**src/rtl/shutter_pkg.sv**
```systemverilog
package shutter_pkg;

    typedef enum logic [2:0] {
        SH_IDLE,
        SH_ARM,
        SH_CORE_RST,
        SH_INTEG,
        SH_HALT,
        SH_PREP,
        SH_READY
    } shutter_state_e;

    localparam int RST_TICKS  = 4;
    localparam int PREP_TICKS = 2;

endpackage

```
**src/rtl/shutter_div.sv**
```systemverilog
module shutter_div #(
    parameter int DIV_W = 4
) (
    input  logic             clk,
    input  logic             rst,
    input  logic [DIV_W-1:0] ratio_i,
    output logic             tick_o
);
    logic [DIV_W-1:0] cnt_q;
    logic [DIV_W-1:0] lim;

    assign lim    = (ratio_i == '0) ? '0 : ratio_i - 1'b1;
    assign tick_o = (cnt_q >= lim);

    always_ff @(posedge clk) begin
        if (rst)         cnt_q <= '0;
        else if (tick_o) cnt_q <= '0;
        else             cnt_q <= cnt_q + 1'b1;
    end

    // two ticks never sit side by side while the ratio stays above 1
    assert_tick_spacing_R1: assert property (@(posedge clk) disable iff (rst)
        (tick_o && ratio_i > 1) |=> (!tick_o || ratio_i < 2));

endmodule

```
**src/rtl/shutter_timer.sv**
```systemverilog
module shutter_timer #(
    parameter int TIME_W = 16
) (
    input  logic              clk,
    input  logic              rst,
    input  logic              clr_i,
    input  logic              run_i,
    input  logic              tick_i,
    input  logic [TIME_W-1:0] limit_i,
    output logic              timeout_o
);
    logic [TIME_W-1:0] cnt_q;
    logic [TIME_W:0]   nxt;
    logic              fired_q;
    logic              to_q;

    assign nxt       = {1'b0, cnt_q} + (TIME_W+1)'(1);
    assign timeout_o = to_q;

    always_ff @(posedge clk) begin
        if (rst || clr_i) begin
            cnt_q   <= '0;
            fired_q <= 1'b0;
            to_q    <= 1'b0;
        end else if (tick_i) begin
            to_q <= 1'b0;
            if (run_i && !fired_q) begin
                cnt_q <= nxt[TIME_W-1:0];
                if (nxt >= {1'b0, limit_i}) begin
                    fired_q <= 1'b1;
                    to_q    <= 1'b1;
                end
            end
        end
    end

    // timeout only starts on a counted tick
    assert_to_on_tick_R6: assert property (@(posedge clk) disable iff (rst)
        $rose(timeout_o) |-> $past(tick_i && run_i));

    // timeout persists until the next tick
    assert_to_hold_R7: assert property (@(posedge clk) disable iff (rst)
        (timeout_o && !tick_i && !clr_i) |=> timeout_o);

endmodule

```
**src/rtl/shutter_fsm.sv**
```systemverilog
module shutter_fsm
    import shutter_pkg::*;
#(
    parameter int RST_LEN  = RST_TICKS,
    parameter int PREP_LEN = PREP_TICKS
) (
    input  logic clk,
    input  logic rst,
    input  logic start_i,
    input  logic stop_i,
    input  logic tick_i,
    output logic core_rst_o,
    output logic int_begin_o,
    output logic readable_o,
    output logic busy_o,
    output logic err_o,
    output logic tmr_clr_o,
    output logic tmr_run_o
);
    localparam int PH_MAX = (RST_LEN > PREP_LEN) ? RST_LEN : PREP_LEN;
    localparam int PH_W   = $clog2(PH_MAX + 1);

    shutter_state_e state_q, state_d;
    logic [PH_W-1:0] phase_q;
    logic            err_q;
    logic            rst_done, prep_done, err_set;

    assign rst_done  = tick_i && (phase_q == PH_W'(RST_LEN - 1));
    assign prep_done = tick_i && (phase_q == PH_W'(PREP_LEN - 1));

    always_comb begin
        state_d = state_q;
        unique case (state_q)
            SH_IDLE,
            SH_READY:    if (start_i)     state_d = SH_ARM;
            SH_ARM:      if (!start_i)    state_d = SH_CORE_RST;
            SH_CORE_RST: if (stop_i)      state_d = SH_HALT;
                         else if (rst_done) state_d = SH_INTEG;
            SH_INTEG:    if (stop_i)      state_d = SH_HALT;
            SH_HALT:     if (!stop_i)     state_d = SH_PREP;
            SH_PREP:     if (prep_done)   state_d = SH_READY;
            default:                      state_d = SH_IDLE;
        endcase
    end

    always_comb begin
        err_set = 1'b0;
        unique case (state_q)
            SH_CORE_RST, SH_INTEG, SH_HALT, SH_PREP: err_set = start_i;
            SH_IDLE, SH_READY:                       err_set = stop_i;
            default:                                 err_set = 1'b0;
        endcase
    end

    always_ff @(posedge clk) begin
        if (rst) begin
            state_q <= SH_IDLE;
            phase_q <= '0;
            err_q   <= 1'b0;
        end else begin
            state_q <= state_d;
            if (state_d != state_q)
                phase_q <= '0;
            else if (tick_i && (state_q == SH_CORE_RST || state_q == SH_PREP))
                phase_q <= phase_q + 1'b1;
            if (err_set) err_q <= 1'b1;
        end
    end

    always_comb begin
        core_rst_o  = (state_q == SH_CORE_RST);
        int_begin_o = (state_q == SH_CORE_RST) && rst_done && !stop_i;
        readable_o  = (state_q == SH_READY);
        busy_o      = (state_q != SH_IDLE) && (state_q != SH_READY);
        tmr_clr_o   = (state_q == SH_ARM);
        tmr_run_o   = (state_q == SH_CORE_RST) || (state_q == SH_INTEG);
        err_o       = err_q;
    end

    assert_arm_suspend_R3: assert property (@(posedge clk) disable iff (rst)
        (state_q == SH_ARM && start_i) |=> (state_q == SH_ARM));

    assert_halt_suspend_R8: assert property (@(posedge clk) disable iff (rst)
        (state_q == SH_HALT && stop_i) |=> (state_q == SH_HALT));

    assert_rst_entry_R4: assert property (@(posedge clk) disable iff (rst)
        $rose(core_rst_o) |-> $past(state_q == SH_ARM && !start_i));

    assert_err_sticky_R10: assert property (@(posedge clk) disable iff (rst)
        err_o |=> err_o);

    assert_ready_after_prep_R11: assert property (@(posedge clk) disable iff (rst)
        $rose(readable_o) |-> ($past(state_q == SH_PREP) && !busy_o));

endmodule

```
**src/rtl/shutter_seq.sv**
```systemverilog
module shutter_seq #(
    parameter int DIV_W  = 4,
    parameter int TIME_W = 16
) (
    input  logic              clk,
    input  logic              rst,
    input  logic              start_i,
    input  logic              stop_i,
    input  logic [DIV_W-1:0]  div_ratio_i,
    input  logic [TIME_W-1:0] int_time_i,
    output logic              core_rst_o,
    output logic              int_begin_o,
    output logic              timeout_o,
    output logic              readable_o,
    output logic              busy_o,
    output logic              proto_err_o
);
    logic tick;
    logic tmr_clr, tmr_run;

    shutter_div #(.DIV_W(DIV_W)) u_div (
        .clk     (clk),
        .rst     (rst),
        .ratio_i (div_ratio_i),
        .tick_o  (tick)
    );

    shutter_fsm u_fsm (
        .clk         (clk),
        .rst         (rst),
        .start_i     (start_i),
        .stop_i      (stop_i),
        .tick_i      (tick),
        .core_rst_o  (core_rst_o),
        .int_begin_o (int_begin_o),
        .readable_o  (readable_o),
        .busy_o      (busy_o),
        .err_o       (proto_err_o),
        .tmr_clr_o   (tmr_clr),
        .tmr_run_o   (tmr_run)
    );

    shutter_timer #(.TIME_W(TIME_W)) u_timer (
        .clk       (clk),
        .rst       (rst),
        .clr_i     (tmr_clr),
        .run_i     (tmr_run),
        .tick_i    (tick),
        .limit_i   (int_time_i),
        .timeout_o (timeout_o)
    );

    // a fresh frame never begins with a stale timeout
    assert_clean_frame_R12: assert property (@(posedge clk) disable iff (rst)
        $rose(core_rst_o) |-> !timeout_o);

endmodule

```
**config.mk**
```make
export PLATFORM = sky130hd
export DESIGN_NAME = shutter_seq
export DESIGN_NICKNAME = d
export VERILOG_FILES = /design/src/rtl/shutter_pkg.sv /design/src/rtl/shutter_div.sv /design/src/rtl/shutter_timer.sv /design/src/rtl/shutter_fsm.sv /design/src/rtl/shutter_seq.sv
export SDC_FILE = /design/constraint.sdc
export NUM_CORES = 1
export LEC_CHECK = 0
export BUFFER_PORTS_ARGS = -buffer_cell sky130_fd_sc_hd__buf_4
export CORE_ASPECT_RATIO = 0.6
export CORE_MARGIN = 5
export CORE_UTILIZATION = 55
export DETAILED_ROUTE_END_ITERATION = 8
export GPL_TIMING_DRIVEN = 0
export PLACE_DENSITY_LB_ADDON = 0.05
export SETUP_SLACK_MARGIN = 0.4
export SLEW_MARGIN = 15
export SYNTH_ARGS = -nofsm -noshare
export SYNTH_HDL_FRONTEND = slang
export SYNTH_SLANG_ARGS = --single-unit
```
**constraint.sdc**
```tcl
create_clock -name clk -period 2.81 [get_ports clk]
set_input_delay 0.281 -clock clk [delete_from_list [all_inputs] [get_ports clk]]
set_output_delay 0.281 -clock clk [all_outputs]
set_load 0.1 [all_outputs]
```
==> results_dict.tcl <==
set metrics [dict create \
    status "finished clean" \
    internal_power_uw 894 \
    h-tree-depth 2 \
    via_count 2043 \
    synthSimpleGateAreaFrac 0.257 \
    final_area_mm2 0.00283 \
    cts_root_buf "clkbuf_8" \
    die_h_um 59.4 \
    synth_xor_area_frac 0.133 \
    async_flop_share 0 \
    crit_chain "ha_4 > and4_4 > nand4_1 > xnor2_1 > ha_1 > a21oi_1 > o21ai_0 > a32o_1 > o211ai_1 > o211ai_1" \
    syn_area_mm2 0.00224 \
    required_ns 2.96 \
    mostFrequentLayoutCell "buf_4" \
    muxShareOfSynthArea 0.00949 \
    yosysWarnings 0 \
    seq_area_frac_synth 0.259 \
    clockBufferDepth 2 \
    synth_top_cells_by_area "dfxtp_1 26%, ha_1 14%, xnor2_1 9.8%" \
    r2r_setup_slack_ns 0.34 \
    track_usage 0.216 \
    seq_power_share 0.347 \
    wl_um 5390 \
    tritoncts "yes" \
    min_period_over_period 0.877 \
    die_area_mm2 0.00549 \
    critPathArrivalTime_ns 2.62 \
    routed_via_density 5.55 \
    grt_pass1_wl_um 9350 \
    drt_first_pass_iters 4 \
    cp_slowest_stage_delay_ns 0.36 \
    ios 30 \
    fp.coreArea_mm2 0.00403 \
    synth.distinct_cells 50 \
    synth.top_cell.area_share 0.259 \
    syn-num-nets 322 \
    power.switching_uw 346 \
    place_inst 352 \
    period_minus_slack_ns 2.47 \
    wl_per_cell_um 14.6 \
    synth-edff-count 0 \
    clkPwrFrac 0.422 \
    critPathCaptureType "flop" \
    syn_area_per_cell_um2 8.21 \
    slowest_stage "dfxtp_4" \
    drv_cap 0 \
    grt_pass1_vias 1929 \
    yosys_register_bits 29 \
    synth_top_family_by_area "simple AND/OR/NAND/NOR gates" \
    rows 18 \
    grt_start_max_net_pins 11 \
    syn_inst 273 \
    ys.flop_type "dfxtp_1" \
    power_density_mw_per_mm2 439 \
    dpl_cell_area_mm2 0.00254 \
    worstPathMaxFanout 4 \
    power_uw 1240 \
    setup_ws_ns 0.345 \
    io_buffers 29 \
    finalSetupViolCount 0 \
    tightestPinTransition_ns 0.543 \
    fin_cells 368 \
    insertion_delay_ns 0.29 \
    drt_iter0_markers 102 \
    synthAdderAreaFrac 0.140 \
    area_growth_pct 26.1 \
    drive_gt1_frac 0.261 \
    clkSlewWorstSetupHoldPaths_ns 0.07 \
    gp_congestion 0.841 \
    power.static_leakage_uw 0.00119 \
    antenna_cells 0 \
    clock.fmax_mhz 406 \
    ir_drop_mv 0.318 \
    clkSinkCount 29 \
    worstSetupPathType "reg -> reg" \
    hpwlAfterDp_um 4050 \
    die_w_um 92.4 \
    netSwitchingFraction 0.279 \
    layout_common_cells "37 x buf_4, 29 x nor2_1, 25 x xnor2_1" \
    drv_slew 0 \
    cts_buffers 5 \
    critPathLaunchType "flop" \
    p_comb_frac 0.230 \
    critPathMostFrequentCell "o211ai_1" \
    slew_headroom 0.638 \
    hold_path_class "in -> reg" \
    synth-compound-area-share 0.136 \
    initial_core_util 0.556 \
    fin_nets 366 \
    rsz0062_at_grt "true" \
    final_hold_viol_count 0 \
    finalClockSkew_ns 0.00541 \
    route.detailed.drc 0 \
    antenna_found_initial 0 \
    fill_cells 334 \
    seq_area_um2 593 \
    grt-ovfl-total 0 \
    setup_tns_ns 0 \
    holdBufCountCts 0 \
    drt.antenna.violating_nets 0 \
    multi_input_area_mm2 0.00160 \
    synth_top_area_cell "dfxtp_1" \
    preCtsSetupSlack_ns 0.00343 \
]
-- power groups by stage --
stage	Combinational [uW]	Clock, uW	Sequential (uW)
4_1_cts	271	531	430
6_report	286	524	431
2_1_floorplan	165	0	449
3_5_place_dp	246	0	441
5_1_grt	311	549	432
3_3_place_gp	244	0	441
-- timing repair --
item                       4_1_cts  5_1_grt
gates cloned                     0        0
pin swaps                        8        8
buffers inserted                 6        2
resized for setup               18       14
setup endpoints to repair        3       13
-- per-layer routing --
layer / share of wire / vias to the layer above / GRT usage / wire (um)
li1: - / 1052 / - / -
met1: 0.53 / 948 / 0.324 / 2870
met2: 0.40 / 38 / 0.307 / 2180
met3: 0.055 / 5 / 0.0520 / 297
met4: 0.0067 / 0 / 0.0550 / 36
met5: 0 / - / 0 / 0
-- cells in the mapped netlist (all sizes together) (2+ instances only) --
master	count
a2111oi	4
a21oi	13
a31oi	2
and4	3
buf	8
clkbuf	4
dfxtp	29
ha	25
inv	23
nand2	15
nand2b	3
nand3	10
nand4	7
nor2	34
nor2b	2
nor3	17
nor3b	5
nor4	5
o211ai	4
o21a	2
o21ai	5
o31ai	2
xnor2	25
xor2	9
-- critical path, delay by kind of cell, from the launching register on --
family          cells  cell delay (ns)
compound gates      5             0.85
fa+ha+maj           2             0.44
simple gates        2             0.43
flops               1             0.36
xor+xnor            1             0.25
-- final cells by class --
class	count	area share
tap	50	0.0221
timing repair buffer	37	0.101
clock buffer	5	0.0244
sequential	29	0.210
multi-input combinational	209	0.566
inverter	23	0.0306
buffer	12	0.0235
clock inverter	3	0.0230
-- logic make-up after synthesis --
group	Yosys count
buf+inv	35
xor+xnor	34
fa+ha+maj	25
simple gates	107
mux	2
flops	29
compound gates	41
-- sequential cells by signal (all words and copies together) (netlist names) --
name and count:
u_fsm.err_o 1, u_div.cnt_q 4, u_fsm.phase_q 3, u_timer.cnt_q 16
u_fsm.state_q 3, u_timer.timeout_o 1, u_timer.fired_q 1
-- worst paths after layout --
check,start,endpoint,depth (start not counted)
setup / recovery,u_timer.cnt_q[1]$_SDFFE_PP0P_,u_timer.fired_q$_SDFFE_PP0P_,10
setup reg to reg,u_timer.cnt_q[1]$_SDFFE_PP0P_,u_timer.fired_q$_SDFFE_PP0P_,10
hold / removal,stop_i,u_fsm.state_q[2]$_SDFF_PP0_,3
hold reg to reg,u_div.cnt_q[0]$_SDFF_PP0_,u_div.cnt_q[0]$_SDFF_PP0_,1
-- stage by stage --
step	util	hold slack [ns]
floorplan	-	0.442
global placement	0.629	0.440
detailed placement	0.629	0.478
CTS	0.687	0.304
global route	0.701	0.328
finish	0.701	0.310
No activity file was read; power rests on OpenSTA's default activity.
